--- src/rtl/motion_irq_pkg.sv ---
package motion_irq_pkg;
  localparam int CFG_POL_BIT  = 7;
  localparam int CFG_MODE_BIT = 6;
  localparam logic [7:0] CFG_RESET = 8'h40;
  localparam int STAT_FLAG_BIT = 7;

  typedef enum logic {
    IRQ_LEVEL = 1'b0,
    IRQ_EDGE  = 1'b1
  } irq_mode_e;

  function automatic logic any_nonzero(input logic [31:0] a, input logic [31:0] b);
    return (a != 32'd0) || (b != 32'd0);
  endfunction
endpackage

--- src/rtl/mi_axis_acc.sv ---
module mi_axis_acc #(
  parameter int DW   = 8,
  parameter int IN_W = 8
) (
  input  logic            clk,
  input  logic            rst_n,
  input  logic            ld,
  input  logic [IN_W-1:0] d,
  input  logic            clr,
  output logic [DW-1:0]   acc,
  output logic            zero_nxt
);
  localparam int SW = ((DW > IN_W) ? DW : IN_W) + 1;
  localparam logic [DW-1:0] HI_D = {1'b0, {(DW-1){1'b1}}};
  localparam logic [DW-1:0] LO_D = {1'b1, {(DW-1){1'b0}}};
  localparam logic signed [SW-1:0] HI_S = SW'(signed'(HI_D));
  localparam logic signed [SW-1:0] LO_S = SW'(signed'(LO_D));

  function automatic logic [DW-1:0] sat_add(input logic [DW-1:0] a, input logic [IN_W-1:0] b);
    logic signed [SW-1:0] s;
    s = SW'(signed'(a)) + SW'(signed'(b));
    if (s > HI_S) return HI_D;
    if (s < LO_S) return LO_D;
    return s[DW-1:0];
  endfunction

  logic [DW-1:0] base, nxt;

  always_comb begin
    base = clr ? '0 : acc;
    nxt  = ld ? sat_add(base, d) : base;
  end

  assign zero_nxt = (nxt == '0);

  always_ff @(posedge clk) begin
    if (!rst_n) acc <= '0;
    else        acc <= nxt;
  end


  rd_clear_chk: assert property (@(posedge clk) disable iff (!rst_n)
    (clr && !ld) |=> (acc == '0));

  sat_hi_chk: assert property (@(posedge clk) disable iff (!rst_n)
    (ld && !clr && acc == HI_D && !d[IN_W-1]) |=> (acc == HI_D));

  sat_lo_chk: assert property (@(posedge clk) disable iff (!rst_n)
    (ld && !clr && acc == LO_D && d[IN_W-1]) |=> (acc == LO_D));
endmodule

--- src/rtl/mi_status.sv ---
module mi_status (
  input  logic clk,
  input  logic rst_n,
  input  logic motion,
  input  logic wr_clr,
  input  logic dl_rd,
  input  logic st_rd,
  input  logic both_zero_nxt,
  output logic st
);
  always_ff @(posedge clk) begin
    if (!rst_n)                      st <= 1'b0;
    else if (motion)                 st <= 1'b1;
    else if (wr_clr)                 st <= 1'b0;
    else if (dl_rd && both_zero_nxt) st <= 1'b0;
  end


  status_set_chk: assert property (@(posedge clk) disable iff (!rst_n)
    motion |=> st);

  stat_read_keep_chk: assert property (@(posedge clk) disable iff (!rst_n)
    (st_rd && st && !wr_clr && !dl_rd) |=> st);

  stat_wr_clr_chk: assert property (@(posedge clk) disable iff (!rst_n)
    (wr_clr && !motion) |=> !st);
endmodule

--- src/rtl/mi_irq_gen.sv ---
module mi_irq_gen #(
  parameter int PULSE_CYC = 28750
) (
  input  logic clk,
  input  logic rst_n,
  input  logic edge_mode,
  input  logic pol,
  input  logic st,
  input  logic trig,
  output logic pulse_on,
  output logic pin
);
  localparam int CW = $clog2(PULSE_CYC + 1);
  localparam logic [CW-1:0] LOAD = CW'(PULSE_CYC);

  logic [CW-1:0] cnt;
  logic          active;

  always_ff @(posedge clk) begin
    if (!rst_n)         cnt <= '0;
    else if (!edge_mode) cnt <= '0;
    else if (cnt != '0) cnt <= cnt - 1'b1;
    else if (trig)      cnt <= LOAD;
  end

  assign pulse_on = (cnt != '0);
  assign active   = edge_mode ? pulse_on : st;
  assign pin      = pol ? active : !active;


  pulse_start_chk: assert property (@(posedge clk) disable iff (!rst_n)
    (edge_mode && !pulse_on && trig) |=> (cnt == LOAD));

  pulse_run_chk: assert property (@(posedge clk) disable iff (!rst_n)
    (edge_mode && pulse_on) |=> (cnt == $past(cnt) - 1'b1));
endmodule

--- src/rtl/motion_irq_top.sv ---
module motion_irq_top
  import motion_irq_pkg::*;
#(
  parameter int DW        = 8,
  parameter int IN_W      = 8,
  parameter int PULSE_CYC = 28750
) (
  input  logic            clk,
  input  logic            rst_n,
  input  logic            frame_vld,
  input  logic [IN_W-1:0] frame_dx,
  input  logic [IN_W-1:0] frame_dy,
  input  logic            in_rest,
  input  logic            rd_stat,
  input  logic            rd_dx,
  input  logic            rd_dy,
  input  logic            wr_stat,
  input  logic            cfg_wr,
  input  logic [7:0]      cfg_wdata,
  output logic [DW-1:0]   delta_x,
  output logic [DW-1:0]   delta_y,
  output logic [7:0]      stat_byte,
  output logic            irq_pin
);
  localparam int NAX = 2;

  logic            pol_q;
  irq_mode_e       mode_q;
  logic [IN_W-1:0] ax_d   [NAX];
  logic            ax_clr [NAX];
  logic [DW-1:0]   ax_acc [NAX];
  logic            ax_zero[NAX];
  logic            motion, trig, both_zero_nxt, st, pulse_on;

  always_ff @(posedge clk) begin
    if (!rst_n) begin
      pol_q  <= CFG_RESET[CFG_POL_BIT];
      mode_q <= irq_mode_e'(CFG_RESET[CFG_MODE_BIT]);
    end else if (cfg_wr) begin
      pol_q  <= cfg_wdata[CFG_POL_BIT];
      mode_q <= irq_mode_e'(cfg_wdata[CFG_MODE_BIT]);
    end
  end

  assign motion = frame_vld && any_nonzero(32'(frame_dx), 32'(frame_dy));
  assign trig   = motion && in_rest;

  assign ax_d[0]   = frame_dx;
  assign ax_d[1]   = frame_dy;
  assign ax_clr[0] = rd_dx || wr_stat;
  assign ax_clr[1] = rd_dy || wr_stat;

  for (genvar g = 0; g < NAX; g++) begin : g_axis
    mi_axis_acc #(.DW(DW), .IN_W(IN_W)) acc_i (
      .clk      (clk),
      .rst_n    (rst_n),
      .ld       (frame_vld),
      .d        (ax_d[g]),
      .clr      (ax_clr[g]),
      .acc      (ax_acc[g]),
      .zero_nxt (ax_zero[g])
    );
  end

  assign both_zero_nxt = ax_zero[0] && ax_zero[1];

  mi_status status_i (
    .clk           (clk),
    .rst_n         (rst_n),
    .motion        (motion),
    .wr_clr        (wr_stat),
    .dl_rd         (rd_dx || rd_dy),
    .st_rd         (rd_stat),
    .both_zero_nxt (both_zero_nxt),
    .st            (st)
  );

  mi_irq_gen #(.PULSE_CYC(PULSE_CYC)) irq_i (
    .clk       (clk),
    .rst_n     (rst_n),
    .edge_mode (mode_q == IRQ_EDGE),
    .pol       (pol_q),
    .st        (st),
    .trig      (trig),
    .pulse_on  (pulse_on),
    .pin       (irq_pin)
  );

  assign delta_x   = ax_acc[0];
  assign delta_y   = ax_acc[1];
  assign stat_byte = {st, 7'b0};


  rd_empty_chk: assert property (@(posedge clk) disable iff (!rst_n)
    ((rd_dx || rd_dy) && !motion && both_zero_nxt) |=> !st);

  cfg_spare_chk: assert property (@(posedge clk) disable iff (!rst_n)
    (cfg_wr && (cfg_wdata[5:0] != 6'd0) && !cfg_wdata[CFG_MODE_BIT]) |=> !pulse_on);

  zero_frame_chk: assert property (@(posedge clk) disable iff (!rst_n)
    (frame_vld && !motion && !rd_dx && !rd_dy && !wr_stat && !rd_stat) |=> $stable(st));
endmodule

--- config.mk ---
export PLATFORM = sky130hd
export DESIGN_NAME = motion_irq_top
export DESIGN_NICKNAME = d
export VERILOG_FILES = /design/src/rtl/motion_irq_pkg.sv /design/src/rtl/mi_axis_acc.sv /design/src/rtl/mi_status.sv /design/src/rtl/mi_irq_gen.sv /design/src/rtl/motion_irq_top.sv
export SDC_FILE = /design/constraint.sdc
export NUM_CORES = 1
export LEC_CHECK = 0
export BUFFER_PORTS_ARGS = -buffer_cell sky130_fd_sc_hd__buf_4
export CAP_MARGIN = 30
export CORE_UTILIZATION = 55
export DETAILED_ROUTE_END_ITERATION = 10
export PLACE_DENSITY_LB_ADDON = 0.1
export SETUP_SLACK_MARGIN = 0.15
export SLEW_MARGIN = 40
export SYNTH_ARGS = -nofsm -noshare
export SYNTH_HDL_FRONTEND = slang
export SYNTH_SLANG_ARGS = --single-unit
--- constraint.sdc ---
create_clock -name clk -period 3.51 [get_ports clk]
set_input_delay 0.5265 -clock clk [delete_from_list [all_inputs] [get_ports clk]]
set_output_delay 0.5265 -clock clk [all_outputs]
set_load 0.03 [all_outputs]
==> impl_metrics.py <==
metrics = {
    "setup_path": {
        "r2r_slack_ns": 0.64,
        "cp.arrival_ns": 3.21,
        "crit_path_start_kind": "input port",
        "end_kind": "register",
        "required_ns": 3.66,
        "reg2reg_depth": 11,
        "r2r_end": "status_i.st",
        "crit_fanout": 9,
        "path_class": "input port to register",
        "r2r_start": "g_axis[0].acc_i.acc[0]",
    },
    "placement": {
        "pre_cts_ws_ns": 0.05209,
        "io_buffers": 43,
        "placed_cell_area_mm2": 0.003033,
        "gp_congestion": 0.8982,
        "hpwl_um": 5203,
    },
    "synthesis": {
        "synth_area_mm2": 0.002648,
        "synth_warnings": 0,
        "ys_seq_area_share_pct": 25.71,
        "synth_ff_type": "dfxtp_1",
        "synthArstFlopShare_pct": 0,
        "synth_edf_count": 0,
        "synth_cell_types": 72,
        "synth_seq_cells": 34,
        "synthCells": 326,
        "syn_area_per_cell_um2": 8.121,
    },
    "grt": {
        "overflow": 0,
        "grt_pass1_wl_um": 10880,
        "antenna_found_initial": 0,
        "grt_pass1_vias": 2297,
        "grt_max_degree": 32,
        "track_usage_pct": 27.25,
    },
    "sta": {
        "min_period_over_period_pct": 86.93,
        "finalHoldViolCount": 0,
        "tightest_slew_ns": 0.5076,
        "rsz0062_at_grt": "false",
        "fin_crit_ns": 3.051,
        "fin_ws_ns": 0.4587,
        "fin_skew_ns": 0.001334,
        "maxSlewViolCount": 0,
        "timing.fmax_mhz": 327.7,
        "slew_headroom_pct": 66.08,
        "holdWs_ns": 0.4661,
        "setup_viol": 0,
        "setup_tns_ns": 0,
    },
    "hold_path": {
        "hold_class": "input port to register",
        "holdPathStages": 3,
        "hold_end": "mode_q",
        "min-delay-start": "cfg_wdata[6]",
    },
    "die": {
        "start_util_pct": 58.78,
        "core_area_mm2": 0.004504,
        "die_h_um": 71.38,
        "ios": 58,
        "dieArea_mm2": 0.005095,
        "die_w_um": 71.38,
        "rows": 24,
    },
    "pwr": {
        "ir_drop_mv": 0.2481,
        "power_leakage_nw": 1.379,
        "powerDensity_mw_per_mm2": 522.0,
    },
    "cells_and_area": {
        "nNetsFinal": 428,
        "antennaDiodeCount": 0,
        "postLayoutCellArea_mm2": 0.003117,
        "syn2layout_area_growth_pct": 17.72,
        "final_core_util_pct": 69.19,
        "drive_above_1_share_pct": 21.01,
        "num-fill-cells": 404,
    },
    "status": {
        "failed_checks": "design-rule violations",
        "status": "finished with violations",
    },
    "routing": {
        "avgViaCountPerCell": 6.019,
        "ant_nets": 0,
        "drt-total-wl_um": 6436,
        "drc": 3,
        "wl_per_cell_um": 15.04,
        "drt_iter0_drc": 155,
        "drt_first_pass_iters": 7,
        "vias": 2576,
    },
    "clock_network": {
        "clock_sinks": 34,
        "cts_setup_buffers": 0,
        "cts-root-buf": "clkbuf_8",
        "h-tree-depth": 2,
        "cts_tree": "built",
        "cts_buffers": 5,
        "postCtsHoldBufs": 0,
        "cts.clk_slew.worst_paths_ns": 0.07,
        "clockBufferDepth": 2,
        "clk-insertion-delay-late_ns": 0.28,
    },
    "job": {
        "maxCapViolations": 0,
    },
}
==> sequential cells by signal (all words and copies together) (netlist names) <==
register and count:
mode_q 1, status_i.st 1, irq_i.cnt 15, g_axis.acc_i.acc 16
pol_q 1
==> cell families after synthesis <==
| family | Yosys count | synth area share [%] |
|---|---|---|
| DFF | 34 | 25.71 |
| xor gates and xnor gates | 15 | 5.246 |
| and+or+nand+nor | 128 | 25.99 |
| adders and majority gates | 20 | 9.924 |
| AOI/OAI and AO/OA | 100 | 26.23 |
| buffers and inverters | 23 | 4.773 |
| muxes | 5 | 1.985 |
| other | 1 | 0.1416 |
==> placed cells by master (no fill, tap or decap), drive strengths merged, types with 10 or more instances in the layout <==
master,Yosys,final
nand2,17,17
ha,17,17
o21ai,16,16
dfxtp,34,34
buf,10,53
xnor2,10,10
and2,18,18
a21oi,33,33
nor3,11,11
nor2,47,47
==> cell type report <==
cell class                      instances  area (µm²)  area share (%)
Multi-Input combinational cell        275        1868           59.94
Timing Repair Buffer                   53       397.9           12.77
Sequential cell                        34       680.7           21.84
Tap cell                               52       65.06           2.088
Inverter                                7       26.28          0.8430
Clock inverter                          2       10.01          0.3212
Clock buffer                            5       68.82           2.208
==> cells in the mapped netlist, types with 3 or more instances <==
master,n,area (µm²)
nor4_1,8,50.05
and3_1,3,18.77
o211ai_1,5,37.54
xnor2_1,10,87.58
dfxtp_1,34,680.7
clkbuf_1,5,18.77
xor2_1,4,35.03
mux2i_1,3,30.03
a21oi_1,32,160.2
o21bai_1,3,22.52
a21o_1,7,52.55
nor2_1,47,176.4
nand2_1,17,63.81
nand3_1,5,25.02
and2_1,18,112.6
a211oi_1,7,52.55
nor3_1,8,40.04
a2bb2oi_1,3,26.28
buf_4,8,60.06
o21ai_0,15,75.07
ha_1,17,212.7
inv_1,6,22.52
==> where the power goes <==
part | internal, mW | leakage, nW | switching [mW] | total [mW]
clock | 0.133 | 0.0438 | 0.136 | 0.269
sequential | 0.472 | 0.280 | 0.0728 | 0.545
combinational | 0.352 | 1.05 | 0.461 | 0.813
==> stage by stage <==
step                power, mW  instances
floorplan               1.183        332
global placement        1.346        421
detailed placement      1.366        421
CTS                     1.640        428
global route            1.770        428
finish                  1.627        428
==> worst max-delay path: stages <==
cell and delay, ns:
buf_4 0.12, nor2_2 0.08, and2_1 0.20, ha_1 0.21, fa_1 0.40, a21oi_1 0.22
o211ai_2 0.16, a21oi_1 0.26, o211ai_1 0.25, nor2_1 0.22, o21ai_1 0.09, a2111oi_1 0.33
a31oi_1 0.12
==> how the worst max path moves through the flow <==
stage / end / from / depth (start not counted)
2_1_floorplan: status_i.st / wr_stat / 12
3_3_place_gp: status_i.st / wr_stat / 12
3_5_place_dp: status_i.st / rd_dy / 12
5_1_grt: status_i.st / wr_stat / 13
6_report: status_i.st / wr_stat / 13
4_1_cts: status_i.st / rd_dy / 12
==> repair_timing <==
action                     in CTS  in global routing
setup endpoints to repair       0                  1
gates resized for setup         0                  2
hold endpoints to repair        0                  0
==> routing by layer <==
layer / up-vias / routed length (µm) / global-route usage (%)
met5: - / 0 / 0
met4: 0 / 61 / 5.333
met3: 8 / 351 / 5.063
met2: 70 / 2944 / 42.86
met1: 1202 / 3078 / 39.14
li1: 1296 / - / -
Power figures use the tool's default switching activity.
